<file path="src/rtl/nand_id_pkg.sv">
package nand_id_pkg;
  localparam logic [7:0] CMD_READ_ID = 8'h90;
  localparam logic [7:0] CMD_RESET   = 8'hFF;
  localparam logic [7:0] ADDR_ID     = 8'h00;
  localparam logic [7:0] MAKER_CODE  = 8'hEC;
  localparam int         ID_LEN      = 5;
  localparam int         IDX_W       = $clog2(ID_LEN + 1);

  typedef enum logic [1:0] {
    ST_IDLE    = 2'd0,
    ST_ID_ADDR = 2'd1,
    ST_ID_OUT  = 2'd2
  } if_state_t;

  // cfg[0]: dual-die, cfg[1]: x16 width
  function automatic logic [7:0] id_byte(input logic [1:0] cfg, input logic [IDX_W-1:0] idx);
    logic dual;
    logic wide;
    dual = cfg[0];
    wide = cfg[1];
    case (idx)
      0:       id_byte = MAKER_CODE;
      1:       id_byte = {(wide ? 4'hB : 4'hA), (dual ? 4'h3 : 4'hC)};
      2:       id_byte = {7'd0, dual};
      3:       id_byte = wide ? 8'h55 : 8'h15;
      4:       id_byte = dual ? 8'h58 : 8'h54;
      default: id_byte = 8'h00;
    endcase
  endfunction
endpackage

</file>
<file path="src/rtl/nand_strobe_sync.sv">
module nand_strobe_sync #(
  parameter int           W       = 13,
  parameter int           STAGES  = 2,
  parameter logic [W-1:0] RST_VAL = '0
) (
  input  logic         clk,
  input  logic         rst_n,
  input  logic [W-1:0] d_in,
  output logic [W-1:0] d_out
);
  logic [W-1:0] pipe [STAGES];

  generate
    for (genvar g = 0; g < STAGES; g++) begin : g_stage
      if (g == 0) begin : g_first
        always_ff @(posedge clk or negedge rst_n)
          if (!rst_n) pipe[g] <= RST_VAL;
          else        pipe[g] <= d_in;
      end else begin : g_next
        always_ff @(posedge clk or negedge rst_n)
          if (!rst_n) pipe[g] <= RST_VAL;
          else        pipe[g] <= pipe[g-1];
      end
    end
  endgenerate

  assign d_out = pipe[STAGES-1];
endmodule

</file>
<file path="src/rtl/nand_busy_timer.sv">
module nand_busy_timer #(
  parameter int RST_CYCLES = 250,
  parameter int OP_CYCLES  = 1500
) (
  input  logic clk,
  input  logic rst_n,
  input  logic rst_cmd,
  input  logic op_start,
  output logic busy,
  output logic op_load_ev
);
  localparam int MAXV = (RST_CYCLES > OP_CYCLES) ? RST_CYCLES : OP_CYCLES;
  localparam int CW   = $clog2(MAXV + 1);

  logic [CW-1:0] cnt;

  assign busy       = (cnt != '0);
  assign op_load_ev = op_start && !busy && !rst_cmd;

  always_ff @(posedge clk or negedge rst_n)
    if (!rst_n)          cnt <= '0;
    else if (rst_cmd)    cnt <= CW'(RST_CYCLES);
    else if (op_load_ev) cnt <= CW'(OP_CYCLES);
    else if (busy)       cnt <= cnt - 1'b1;
endmodule

</file>
<file path="src/rtl/nand_cmd_decoder.sv">
module nand_cmd_decoder
  import nand_id_pkg::*;
(
  input  logic             clk,
  input  logic             rst_n,
  input  logic [1:0]       cfg_sel,
  input  logic             ce_n_s,
  input  logic             cle_s,
  input  logic             ale_s,
  input  logic             we_n_s,
  input  logic             re_n_s,
  input  logic [7:0]       io_s,
  input  logic             busy,
  output logic             rst_cmd_ev,
  output logic             id_mode,
  output logic [IDX_W-1:0] rd_idx,
  output logic [7:0]       io_out,
  output logic             io_oe
);
  if_state_t state;
  logic      we_prev, re_prev;
  logic      we_rise, re_rise, latch_ok;
  logic      cmd_ev, addr_ev, accept_cmd, accept_addr;

  assign we_rise     = we_n_s && !we_prev;
  assign re_rise     = re_n_s && !re_prev;
  assign latch_ok    = we_rise && !ce_n_s;
  assign cmd_ev      = latch_ok && cle_s && !ale_s;
  assign addr_ev     = latch_ok && ale_s && !cle_s;
  assign rst_cmd_ev  = cmd_ev && (io_s == CMD_RESET);
  assign accept_cmd  = cmd_ev && (!busy || rst_cmd_ev);
  assign accept_addr = addr_ev && !busy && (state == ST_ID_ADDR);
  assign id_mode     = (state == ST_ID_OUT);

  always_ff @(posedge clk or negedge rst_n)
    if (!rst_n) begin
      we_prev <= 1'b1;
      re_prev <= 1'b1;
    end else begin
      we_prev <= we_n_s;
      re_prev <= re_n_s;
    end

  always_ff @(posedge clk or negedge rst_n)
    if (!rst_n) begin
      state  <= ST_IDLE;
      rd_idx <= '0;
    end else if (accept_cmd) begin
      state <= (io_s == CMD_READ_ID) ? ST_ID_ADDR : ST_IDLE;
    end else if (accept_addr) begin
      state  <= (io_s == ADDR_ID) ? ST_ID_OUT : ST_IDLE;
      rd_idx <= '0;
    end else if (id_mode && re_rise && !ce_n_s && (rd_idx < IDX_W'(ID_LEN))) begin
      rd_idx <= rd_idx + 1'b1;
    end

  assign io_oe  = id_mode && !re_n_s && !ce_n_s && !busy;
  assign io_out = io_oe ? id_byte(cfg_sel, rd_idx) : 8'h00;
endmodule

</file>
<file path="src/rtl/nand_id_responder.sv">
module nand_id_responder
  import nand_id_pkg::*;
#(
  parameter int RST_CYCLES  = 250,
  parameter int OP_CYCLES   = 1500,
  parameter int SYNC_STAGES = 2
) (
  input  logic       clk,
  input  logic       rst_n,
  input  logic [1:0] cfg_sel,
  input  logic       wp_n,
  input  logic       busy_inject,
  input  logic       ce_n,
  input  logic       cle,
  input  logic       ale,
  input  logic       we_n,
  input  logic       re_n,
  input  logic [7:0] io_in,
  output logic [7:0] io_out,
  output logic       io_oe,
  output logic       rb_n,
  output logic [7:0] status
);
  localparam int            SW      = 13;
  localparam logic [SW-1:0] SYNC_RV = {1'b1, 1'b0, 1'b0, 1'b1, 1'b1, 8'h00};

  logic [SW-1:0]    raw_bus, sync_bus;
  logic             ce_n_s, cle_s, ale_s, we_n_s, re_n_s;
  logic [7:0]       io_s;
  logic             busy, rst_cmd_ev, op_load_ev, id_mode;
  logic [IDX_W-1:0] rd_idx;

  assign raw_bus = {ce_n, cle, ale, we_n, re_n, io_in};

  nand_strobe_sync #(.W(SW), .STAGES(SYNC_STAGES), .RST_VAL(SYNC_RV)) u_sync (
    .clk(clk), .rst_n(rst_n), .d_in(raw_bus), .d_out(sync_bus)
  );

  assign {ce_n_s, cle_s, ale_s, we_n_s, re_n_s, io_s} = sync_bus;

  nand_cmd_decoder u_dec (
    .clk(clk), .rst_n(rst_n), .cfg_sel(cfg_sel),
    .ce_n_s(ce_n_s), .cle_s(cle_s), .ale_s(ale_s), .we_n_s(we_n_s), .re_n_s(re_n_s),
    .io_s(io_s), .busy(busy), .rst_cmd_ev(rst_cmd_ev), .id_mode(id_mode),
    .rd_idx(rd_idx), .io_out(io_out), .io_oe(io_oe)
  );

  nand_busy_timer #(.RST_CYCLES(RST_CYCLES), .OP_CYCLES(OP_CYCLES)) u_tmr (
    .clk(clk), .rst_n(rst_n), .rst_cmd(rst_cmd_ev), .op_start(busy_inject),
    .busy(busy), .op_load_ev(op_load_ev)
  );

  assign rb_n   = !busy;
  assign status = {wp_n, !busy, 6'b000000};
endmodule

</file>
<file path="config.mk">
export PLATFORM = sky130hd
export DESIGN_NAME = nand_id_responder
export DESIGN_NICKNAME = d
export VERILOG_FILES = /design/src/rtl/nand_id_pkg.sv /design/src/rtl/nand_strobe_sync.sv /design/src/rtl/nand_busy_timer.sv /design/src/rtl/nand_cmd_decoder.sv /design/src/rtl/nand_id_responder.sv
export SDC_FILE = /design/constraint.sdc
export NUM_CORES = 1
export LEC_CHECK = 0
export ABC_AREA = 1
export BUFFER_PORTS_ARGS = -buffer_cell sky130_fd_sc_hd__buf_2
export CORE_MARGIN = 1
export CORE_UTILIZATION = 35
export CTS_CLUSTER_SIZE = 24
export DETAILED_ROUTE_END_ITERATION = 7
export RECOVER_POWER = 100
export SYNTH_ARGS = -nofsm -noshare
export SYNTH_HDL_FRONTEND = slang
export SYNTH_SLANG_ARGS = --single-unit
</file>
<file path="constraint.sdc">
create_clock -name clk -period 3.3 [get_ports clk]
set_clock_uncertainty 0.1 [all_clocks]
set_input_delay 0.825 -clock clk [delete_from_list [all_inputs] [get_ports clk]]
set_output_delay 0.825 -clock clk [all_outputs]
set_load 0.005 [all_outputs]
</file>
==> impl_metrics.json <==
{
  "status": "complete, but fails checks",
  "total_power_mw": 1.21,
  "p_leak_nw": 1.19,
  "stdcell_area_um2": 2410,
  "rr_startpoint": "u_tmr.cnt[0]",
  "grt_start_max_net_pins": 45,
  "synth-xor-area-share": 0.0201,
  "postCtsHoldBufs": 0,
  "cp_slowest_cell": "dfrtp_1",
  "drt-vias-per-instance": 4.43,
  "ff_latch_area_um2": 1110,
  "die_w_um": 80.8,
  "cts_resized": 0,
  "h-tree-depth": 2,
  "dr.first_iter.drc_count": 61,
  "synth_area_um2": 2170,
  "clockRootBuffer": "clkbuf_8",
  "combPwrFrac": 0.160,
  "cts.sinks": 44,
  "fin_nets": 289,
  "ir_drop_uv": 343,
  "clock_latency_ns": 0.29,
  "grt_pass1_wl_um": 6150,
  "die_y_um": 80.8,
  "final_cells": 339,
  "intPower_mw": 0.835,
  "r2r_cells": 9,
  "setup_viol": 0,
  "avgSynthCellArea_um2": 9.37,
  "fin_crit_sh": 0.889,
  "crit_top_cell": "inv_1",
  "multiInputGateArea_um2": 873,
  "first_pass_iters": 4,
  "synth.area.mux_share": 0,
  "cp-start-kind": "flop",
  "arrival_ns": 2.01,
  "yosys_register_bits": 44,
  "clock_path_buffers": 2,
  "rows": 28,
  "drv_slew": 45,
  "synth_top_area_frac": 0.415,
  "grt_usage": 0.125,
  "violations": "capacitance limit, slew limit",
  "grt-ovfl-total": 0,
  "area_delta_synth_final_pct": 10.9,
  "fmax_mhz": 341,
  "yosysWarnings": 0,
  "gp_congestion": 0.842,
  "netlist_instances": 232,
  "min_to": "u_sync.d_out[1]",
  "p_sw_mw": 0.373,
  "antenna_cells": 0,
  "crit_chain": "inv_1 -> ha_1 -> inv_1 -> nor2_1 -> and2_4 -> nand2_4 -> clkinv_4 -> nand3b_4 -> nor3_1 -> clkbuf_1",
  "crit_family": "simple AND/OR/NAND/NOR gates",
  "hold_path.class": "flop to flop",
  "hpwl_um": 2700,
  "vias": 1502,
  "cp_max_fo": 8,
  "post-route-drc-count": 0,
  "powerDensity_nw_per_um2": 501,
  "crit_path_max_incr_delay_ns": 0.36,
  "fin_util": 0.405,
  "die-area_um2": 6530,
  "wl_um": 3530,
  "maxCapViolCount": 1,
  "fin_setup_tns_ns": 0,
  "cts_buffers": 5,
  "layout_min_cycle_time_ns": 2.93,
  "holdPathStages": 0,
  "cts_setup_buffers": 0,
  "portBuffers": 28,
  "synth-compound-area-share": 0.0530,
  "synthTopCellsByArea": "dfrtp_1 (41%), dfstp_2 (9.7%), nand2_1 (6.7%), inv_1 (4.5%), ha_1 (4.0%)",
  "p_sw_frac": 0.309,
  "worst-r2r-setup-slack_ns": 1.11,
  "initial_core_util": 0.365,
  "clockPowerShare": 0.288,
  "cts_tree": "built",
  "clk_pin_slew_worst_paths_ns": 0.08,
  "slew_headroom": -0.488,
  "end_kind": "output pin",
  "drive_above_1_share": 0.208,
  "worstHoldStart": "u_sync.pipe[14]",
  "io-pin-count": 37,
  "ant_nets": 0,
  "tightest_slew_ns": 2.23,
  "crit_type": "flop to output pin",
  "placed_cells": 331,
  "synthSimpleGateAreaFrac": 0.292,
  "power_frac_seq": 0.552,
  "yosys.area.top_type": "dfrtp_1",
  "seq_area_frac_synth": 0.511,
  "synth_fa_ha_area_frac": 0.0403,
  "wl_per_cell_um": 10.4,
  "reg2reg_to": "u_dec.rd_idx[2]",
  "final.fill_count": 610,
  "final_hold_viol_count": 0,
  "grt_antenna_before_repair": 0,
  "crit_buf_inv": 4,
  "rsz0062_at_grt": "false",
  "grt_pass1_vias": 1429,
  "synth.distinct_cells": 35,
  "synth_top_family_by_area": "simple AND/OR/NAND/NOR gates",
  "required_ns": 2.37,
  "place_area_um2": 2360,
  "coreArea_um2": 5960
}
## how the worst max path moves through the flow
stage	startpoint	to	slack (ns)	cells after the start
4_1_cts	u_tmr.cnt[0]	io_out[2]	0.42	10
5_1_grt	u_tmr.cnt[0]	io_out[4]	0.16	10
3_3_place_gp	u_tmr.cnt[0]	io_out[5]	0.82	10
3_5_place_dp	u_tmr.cnt[0]	io_out[2]	0.75	10
6_report	u_tmr.cnt[0]	io_out[3]	0.37	10
2_1_floorplan	u_tmr.cnt[0]	io_out[7]	0.84	10
## synth_stat cells, drive strengths merged
cell	n
conb	1
nor4	1
dfstp	8
xnor2	2
o21bai	1
nand3	17
clkinv	2
ha	7
a21oi	6
nand2	47
or2	1
nand4	4
xor2	3
buf	9
nor3	12
and2	1
nand3b	2
a21boi	2
nor2	33
dfrtp	36
inv	26
o21ai	11
## power by group through the flow
stage               clock network (mW)  registers (mW)  logic (mW)
floorplan                            0           0.664       0.162
global placement                     0           0.676       0.199
detailed placement                   0           0.677       0.200
CTS                              0.359           0.667       0.202
global route                     0.378           0.676       0.222
finish                           0.348           0.667       0.193
## layout by cell type, fill, tap and decap left out, types with 2 or more instances in the layout
cell	synthesis	layout
nor2_1	22	25
clkinv_4	1	2
a21oi_1	6	6
xor2_1	3	3
clkbuf_8	0	5
xnor2_1	2	2
inv_1	26	26
o21ai_0	7	8
conb_1	1	6
nand3_1	16	16
nor2_4	3	3
dfstp_1	0	2
nand2_1	39	39
buf_2	0	18
o21ai_1	3	2
nand2_2	7	7
nor2_2	7	5
dfrtp_1	36	36
clkbuf_1	0	10
ha_1	7	7
dfstp_2	8	6
nand4_1	4	4
nor3_1	9	10
inv_6	0	2
## layout make-up
type                    instances  area share
well taps                      75      0.0389
multi-input cells             156       0.362
flip-flops and latches         44       0.461
repair buffers                 28      0.0529
inverters                      28      0.0457
clock inverters                 3      0.0109
clock buffers                   5      0.0285
## flip-flops by register name, summed over array words and instances (netlist names)
signal / flops
u_sync.d_out: 13
u_sync.pipe: 13
u_dec.rd_idx: 3
u_dec.we_prev: 1
u_tmr.cnt: 11
u_dec.state: 2
u_dec.re_prev: 1
## worst reg2reg max path, cell delays in order, from the launching register on
cell and delay, ns:
dfrtp_1 0.36, inv_1 0.15, ha_1 0.19, inv_1 0.04, nor2_1 0.21, nand3_4 0.08
nor2_1 0.46, o21bai_1 0.28, nand3_1 0.16, nand2_1 0.06
## per-stage QoR
stage	hold slack (ns)	setup slack (ns)
2_1_floorplan	0.231	0.838
3_3_place_gp	0.234	0.817
3_5_place_dp	0.235	0.747
4_1_cts	0.254	0.422
5_1_grt	0.261	0.156
6_report	0.252	0.366
## kinds of logic (layout without fill, tap and decap cells)
family                     after synthesis  after routing
xor gates and xnor gates                 5              5
DFF                                     44             44
other                                    1              6
adders and majority gates                7              7
and+or+nand+nor                        118            118
AOI/OAI and AO/OA                       20             20
buffers and inverters                   37             64
## metal layers
layer / share of wire / vias to the layer above / global-route usage / routed length [um]
li1: - / 779 / - / -
met1: 0.47 / 688 / 0.151 / 1660
met2: 0.47 / 30 / 0.218 / 1680
met3: 0.043 / 5 / 0.0337 / 152
met4: 0.011 / 0 / 0.0375 / 39
met5: 0 / - / 0 / 0
Power figures use the tool's default switching activity.
